`src/rtl/sym_parity_pkg.sv`:
```
package sym_parity_pkg;
  localparam int SYM_W = 2;
  localparam int ST_W  = 2;

  typedef enum logic [SYM_W-1:0] {
    SYM_A   = 2'b00,
    SYM_B   = 2'b01,
    SYM_C   = 2'b10,
    SYM_BAD = 2'b11
  } sym_e;

  // Fixed state encoding: bit1 = a-parity, bit0 = a-parity xor b-parity
  typedef enum logic [ST_W-1:0] {
    ST_EA_EB = 2'b00,
    ST_EA_OB = 2'b01,
    ST_OA_OB = 2'b10,
    ST_OA_EB = 2'b11
  } state_e;

  typedef struct packed {
    logic flipA;
    logic flipB;
    logic badCode;
  } strobe_t;
endpackage

```
`src/rtl/parity_ctrl.sv`:
```
module parity_ctrl
  import sym_parity_pkg::*;
(
  input  logic [SYM_W-1:0] symIn,
  input  logic             symValid,
  output strobe_t          strobes
);
  sym_e symCode;

  always_comb begin
    symCode = sym_e'(symIn);
    strobes = '0;
    if (symValid) begin
      unique case (symCode)
        SYM_A:   strobes.flipA   = 1'b1;
        SYM_B:   strobes.flipB   = 1'b1;
        SYM_C:   ;
        SYM_BAD: strobes.badCode = 1'b1;
      endcase
    end
  end
endmodule

```
`src/rtl/parity_state.sv`:
```
module parity_state
  import sym_parity_pkg::*;
(
  input  logic    clk,
  input  logic    rst,
  input  strobe_t strobes,
  output logic    matchOut,
  output logic    badSym
);
  state_e stateQ;
  state_e stateD;

  // a flips both bits (00<->11, 01<->10); b flips bit0 only (00<->01, 10<->11)
  always_comb begin
    stateD = state_e'({stateQ[1] ^ strobes.flipA,
                       stateQ[0] ^ strobes.flipA ^ strobes.flipB});
  end

  always_ff @(posedge clk) begin
    if (rst) begin
      stateQ <= ST_EA_EB;
      badSym <= 1'b0;
    end else begin
      stateQ <= stateD;
      badSym <= strobes.badCode;
    end
  end

  assign matchOut = (stateQ == ST_EA_OB);

  // reset wins and clears state and error flag
  a_r1_reset_state: assert property (@(posedge clk)
    rst |=> (stateQ == ST_EA_EB && !badSym));

  // a toggles both encoded bits
  a_r3_a_toggles: assert property (@(posedge clk) disable iff (rst)
    strobes.flipA |=> (stateQ == state_e'(~$past(stateQ))));

  // b toggles only bit0
  a_r4_b_toggles: assert property (@(posedge clk) disable iff (rst)
    strobes.flipB |=> (stateQ[1] == $past(stateQ[1]) && stateQ[0] != $past(stateQ[0])));

  // no flip strobe means the state holds
  a_r6_hold: assert property (@(posedge clk) disable iff (rst)
    !(strobes.flipA || strobes.flipB) |=> $stable(stateQ));

  // error flag follows an accepted illegal code by one cycle
  a_r7_err_pulse: assert property (@(posedge clk) disable iff (rst)
    strobes.badCode |=> badSym);
  a_r7_err_single: assert property (@(posedge clk) disable iff (rst)
    !strobes.badCode |=> !badSym);

  // decoder raises at most one strobe per cycle
  a_r2_one_strobe: assert property (@(posedge clk) disable iff (rst)
    $onehot0({strobes.flipA, strobes.flipB, strobes.badCode}));
endmodule

```
`src/rtl/sym_parity_tracker.sv`:
```
module sym_parity_tracker
  import sym_parity_pkg::*;
(
  input  logic             clk,
  input  logic             rst,
  input  logic [SYM_W-1:0] symIn,
  input  logic             symValid,
  output logic             matchOut,
  output logic             badSym
);
  strobe_t strobes;

  parity_ctrl i_ctrl (
    .symIn    (symIn),
    .symValid (symValid),
    .strobes  (strobes)
  );

  parity_state i_state (
    .clk      (clk),
    .rst      (rst),
    .strobes  (strobes),
    .matchOut (matchOut),
    .badSym   (badSym)
  );
endmodule

```
`config.mk`:
```
export PLATFORM = sky130hd
export DESIGN_NAME = sym_parity_tracker
export DESIGN_NICKNAME = d
export VERILOG_FILES = /design/src/rtl/sym_parity_pkg.sv /design/src/rtl/parity_ctrl.sv /design/src/rtl/parity_state.sv /design/src/rtl/sym_parity_tracker.sv
export SDC_FILE = /design/constraint.sdc
export NUM_CORES = 1
export LEC_CHECK = 0
export BUFFER_PORTS_ARGS = -buffer_cell sky130_fd_sc_hd__clkbuf_2
export CAP_MARGIN = 40
export CORE_AREA = 2 2 39 41
export DETAILED_ROUTE_END_ITERATION = 6
export DIE_AREA = 0 0 41 43
export SLEW_MARGIN = 20
export SYNTH_ARGS = -nofsm -noshare
export SYNTH_HDL_FRONTEND = slang
export SYNTH_SLANG_ARGS = --single-unit
```
`constraint.sdc`:
```
create_clock -name clk -period 0.8 [get_ports clk]
set_clock_uncertainty 0.15 [all_clocks]
set_input_delay 0.12 -clock clk [delete_from_list [all_inputs] [get_ports clk]]
set_output_delay 0.12 -clock clk [all_outputs]
set_load 0.02 [all_outputs]
```
# Yosys cells after proc, flatten, opt, wreduce, memory -nomap -nowiden
# Index checks and enable logic that the tools add are counted.
[word_totals]
out_inout_bits = 2
register_bits = 3
in_bits = 5
word_cells = 15
[op_classes]
reduce_logical = 2
bitwise_logic = 4
eq_ne = 3
mux = 4
[op_table]
columns = ["cell", "n"]
rows = [
  ["$eq A2 B1 Y1 const B", 2],
  ["$mux W1", 3],
  ["$mux W3", 1],
  ["$xor A1 B1 Y1", 3],
  ["$eq A2 B2 Y1 const B", 1],
  ["$logic_not A2 Y1", 1],
  ["$reduce_or A2 Y1", 1],
  ["$not A1 Y1", 1],
]

# Longest topological paths before layout
[logic_depth]
depth_word = 5
mapped_depth = 3
mapped_depth_nobuf = 3

# Cells and area by module
# A second synthesis with hierarchy kept.
[unflattened]
hier_cells = 12
hier_area_um2 = 140.1
[modules_own_cells]
columns = ["mod", "instances", "area_per_inst_um2", "cells_per_inst", "seq_area_each_um2"]
rows = [
  ["parity_state", 1, 111.4, 9, 60.1],
  ["parity_ctrl", 1, 28.8, 3, 0.0],
]

# Worst setup path before layout
# OpenSTA, ideal clock, no wires.
[synth_path]
kind = "reg-to-output"
start = "reg i_state.stateQ[0]"
end = "out matchOut"
required_ns = 0.530
slack_ns = -0.126
t_arrival_ns = 0.656
path_stages_with_launch = 2
n_path_buf = 0
cell_sequence = "dfxtp_1 nor2b_1"
[synth_via]
elab_chain_cells = 1
[synth_rtl]
columns = ["item", "line_no", "rtl"]
rows = [
  ["from (decl)", "parity_state.sv:10", "state_e stateQ;"],
  ["from (signal assigned)", "parity_state.sv:24", "stateQ <= stateD;"],
  ["$eq A2 B1 Y1", "parity_state.sv:29", "assign matchOut = (stateQ == ST_EA_OB);"],
  ["to (decl)", "sym_parity_tracker.sv:8", "output logic matchOut,"],
]
# Every way passes these cells.

# Worst setup path after layout
# Ends and elaborated chain as after synthesis.

==> impl_metrics.ini <==
[sta]
tightest_slew_ps = 154.5
clock.fmax_mhz = 941.6
period_needed_ps = 1062
fin_setup_tns_ps = -443.4
finalHoldViolations = 2
setup_violations = 3
max_slew_margin_pct = 89.65
drv_slew = 0
whs_ps = -79.31
rsz0062_at_grt = true
fin_ws_ps = -262.0
fin_crit_sh_pct = 132.8

[pwr]
p_leak_nw = 0.1066
ir_drop_mv = 0.2534
swShare_pct = 22.01
power.switching_uw = 112.4
power_uw = 510.8
power_frac_seq_pct = 32.7
power_frac_clock_pct = 51.8
power_density_mw_per_mm2 = 2094
power_frac_comb_pct = 15.5
power.internal_uw = 398.4

[routing]
drt_iter0_drc = 4
routed_wl_microns = 236
route.detailed.drc = 0
routedWlPerCell_microns = 6.211
vias = 116
vias_per_cell = 3.053
drtPass1Iterations = 3
ant_nets = 0

[floorplanning]
io_pins = 7
placementRows = 14
die_w_microns = 41
initial_core_util_pct = 8.770
die_h_microns = 43
core_area_sq_mm = 0.001384
dieArea_sq_mm = 0.001763

[critical_path]
arrival_ps = 790
ff2ff_path_depth = 3
path_class = flop to output pin
rrSetupSlack_ps = -50
end_kind = output pin
rr_endpoint = i_state.stateQ[0]
cp-startpoint = i_state.stateQ[0]
endpoint = matchOut
cp.required_ps = 530
r2r_start = i_state.stateQ[0]
startpoint_type = flop
critPathMaxFanout = 2

[finish]
final_core_util_pct = 17.63
nFillCells = 153
drive_above_1_share_pct = 72.73
antenna_cells = 0
layout.nets = 28
area_growth_pct = 101.0
fin_cells = 38

[cts]
h-tree-depth = 1
tritoncts = done
numCtsBuffers = 3
clock_latency_ps = 230
cts_root_buf = clkbuf_4
clock_sinks = 3
max-clock-path-buffers = 2
clk_pin_slew_ps = 40

[yosys]
synth_area_sq_um = 121.4
yosys_warnings = 0
ys_types = 7
synth_nets = 16
yosysSeqAreaShare_pct = 49.48
ys_ff_latch = 3
syn_area_per_cell_sq_um = 11.03
synth_cells = 11

[placed_design]
port_buffers = 6
placed_cells = 33
gp_congestion = 0.4182

[global_routing]
grt_pass1_vias = 97
grt_util_all_layers_pct = 3.600
grt_pass1_wl_microns = 289
grt_max_degree = 4
grt_antenna_before_repair = 0
grt.overflow.total = 0

[worst_hold_path]
hold_class = input pin to flop

[status]
violations = hold timing, setup timing
status = finished with violations

[job]
maxCapViolCount = 0
synth_stat cells, drive strengths merged:
library cell  instances  share of area [%]
and4b                 1                8.2
nor2b                 1                5.2
nor3b                 1                 10
dfxtp                 3                 49
nor2                  2                6.2
and2b                 1                6.2
xnor2                 2                 14
cell families after synthesis:
group | Yosys count | synth area share (%)
and+or+nand+nor | 6 | 36.09
DFF | 3 | 49.49
xor gates and xnor gates | 2 | 14.44
critical path, stage by stage (launching register included):
cell and delay [ps]:
dfxtp_2 310, nor2b_4 140, buf_8 110
cell usage in the layout, fill, tap and decap left out:
| cell type | instances |
|---|---|
| clkbuf_2 | 4 |
| clkbuf_4 | 3 |
| dfxtp_2 | 3 |
| nor2_1 | 2 |
| buf_8 | 2 |
| nor2b_4 | 1 |
| and4b_1 | 1 |
| and2b_1 | 1 |
| xnor2_2 | 1 |
| nor3b_2 | 1 |
| xnor2_1 | 1 |
| clkbuf_1 | 1 |
| buf_4 | 1 |
what timing repair did:
action,CTS,global route
cloned,0,0
gates resized for setup,8,2
setup endpoints to repair,3,4
buffers inserted,1,0
hold endpoints to repair,2,2
pin swaps,1,1
metal layers:
layer / track usage [%] / vias to the layer above / part of all wire, %
met5: 0 / - / 0
met3: 1.571 / 4 / 11
met1: 1.270 / 47 / 32
met4: 10.00 / 0 / 11
met2: 4.375 / 7 / 44
li1: - / 58 / -
worst min-delay path by stage:
stage	start	endpoint	cells after the start
after CTS	rst	i_state.stateQ[0]	2
after detailed placement	rst	i_state.stateQ[1]	2
after global routing	rst	i_state.stateQ[0]	2
final	rst	i_state.stateQ[0]	2
after floorplan	rst	i_state.stateQ[0]	1
after global placement	rst	i_state.stateQ[0]	2
state kept, by name (all words and copies together) (netlist names):
register and count:
i_state.badSym 1, i_state.stateQ 2
layout make-up:
cell class	instances	area (sq um)	share of cell area [%]
Multi-Input combinational cell	8	76.32	31.28
Sequential cell	3	63.81	26.15
Timing Repair Buffer	7	57.56	23.59
Clock buffer	4	26.28	10.77
Tap cell	16	20.02	8.205
through the flow:
step / worst slack [ps] / hold WS [ps] / area [sq um]
after CTS: -289.0 / -84.77 / 241.5
after global placement: -89.54 / 167.4 / 178.9
after detailed placement: -84.26 / 170.2 / 178.9
after floorplan: 9.140 / 42.38 / 128.9
after global routing: -299.6 / -78.30 / 244.0
final: -262.0 / -79.31 / 244.0
power by group through the flow:
stage               sequential, mW  clock (mW)  combinational (mW)
global placement             0.169           0              0.0533
CTS                          0.167       0.280              0.0767
finish                       0.167       0.265              0.0790
global route                 0.169       0.284              0.0854
detailed placement           0.168           0              0.0541
floorplan                    0.169           0              0.0321
Power figures use the tool's default switching activity.
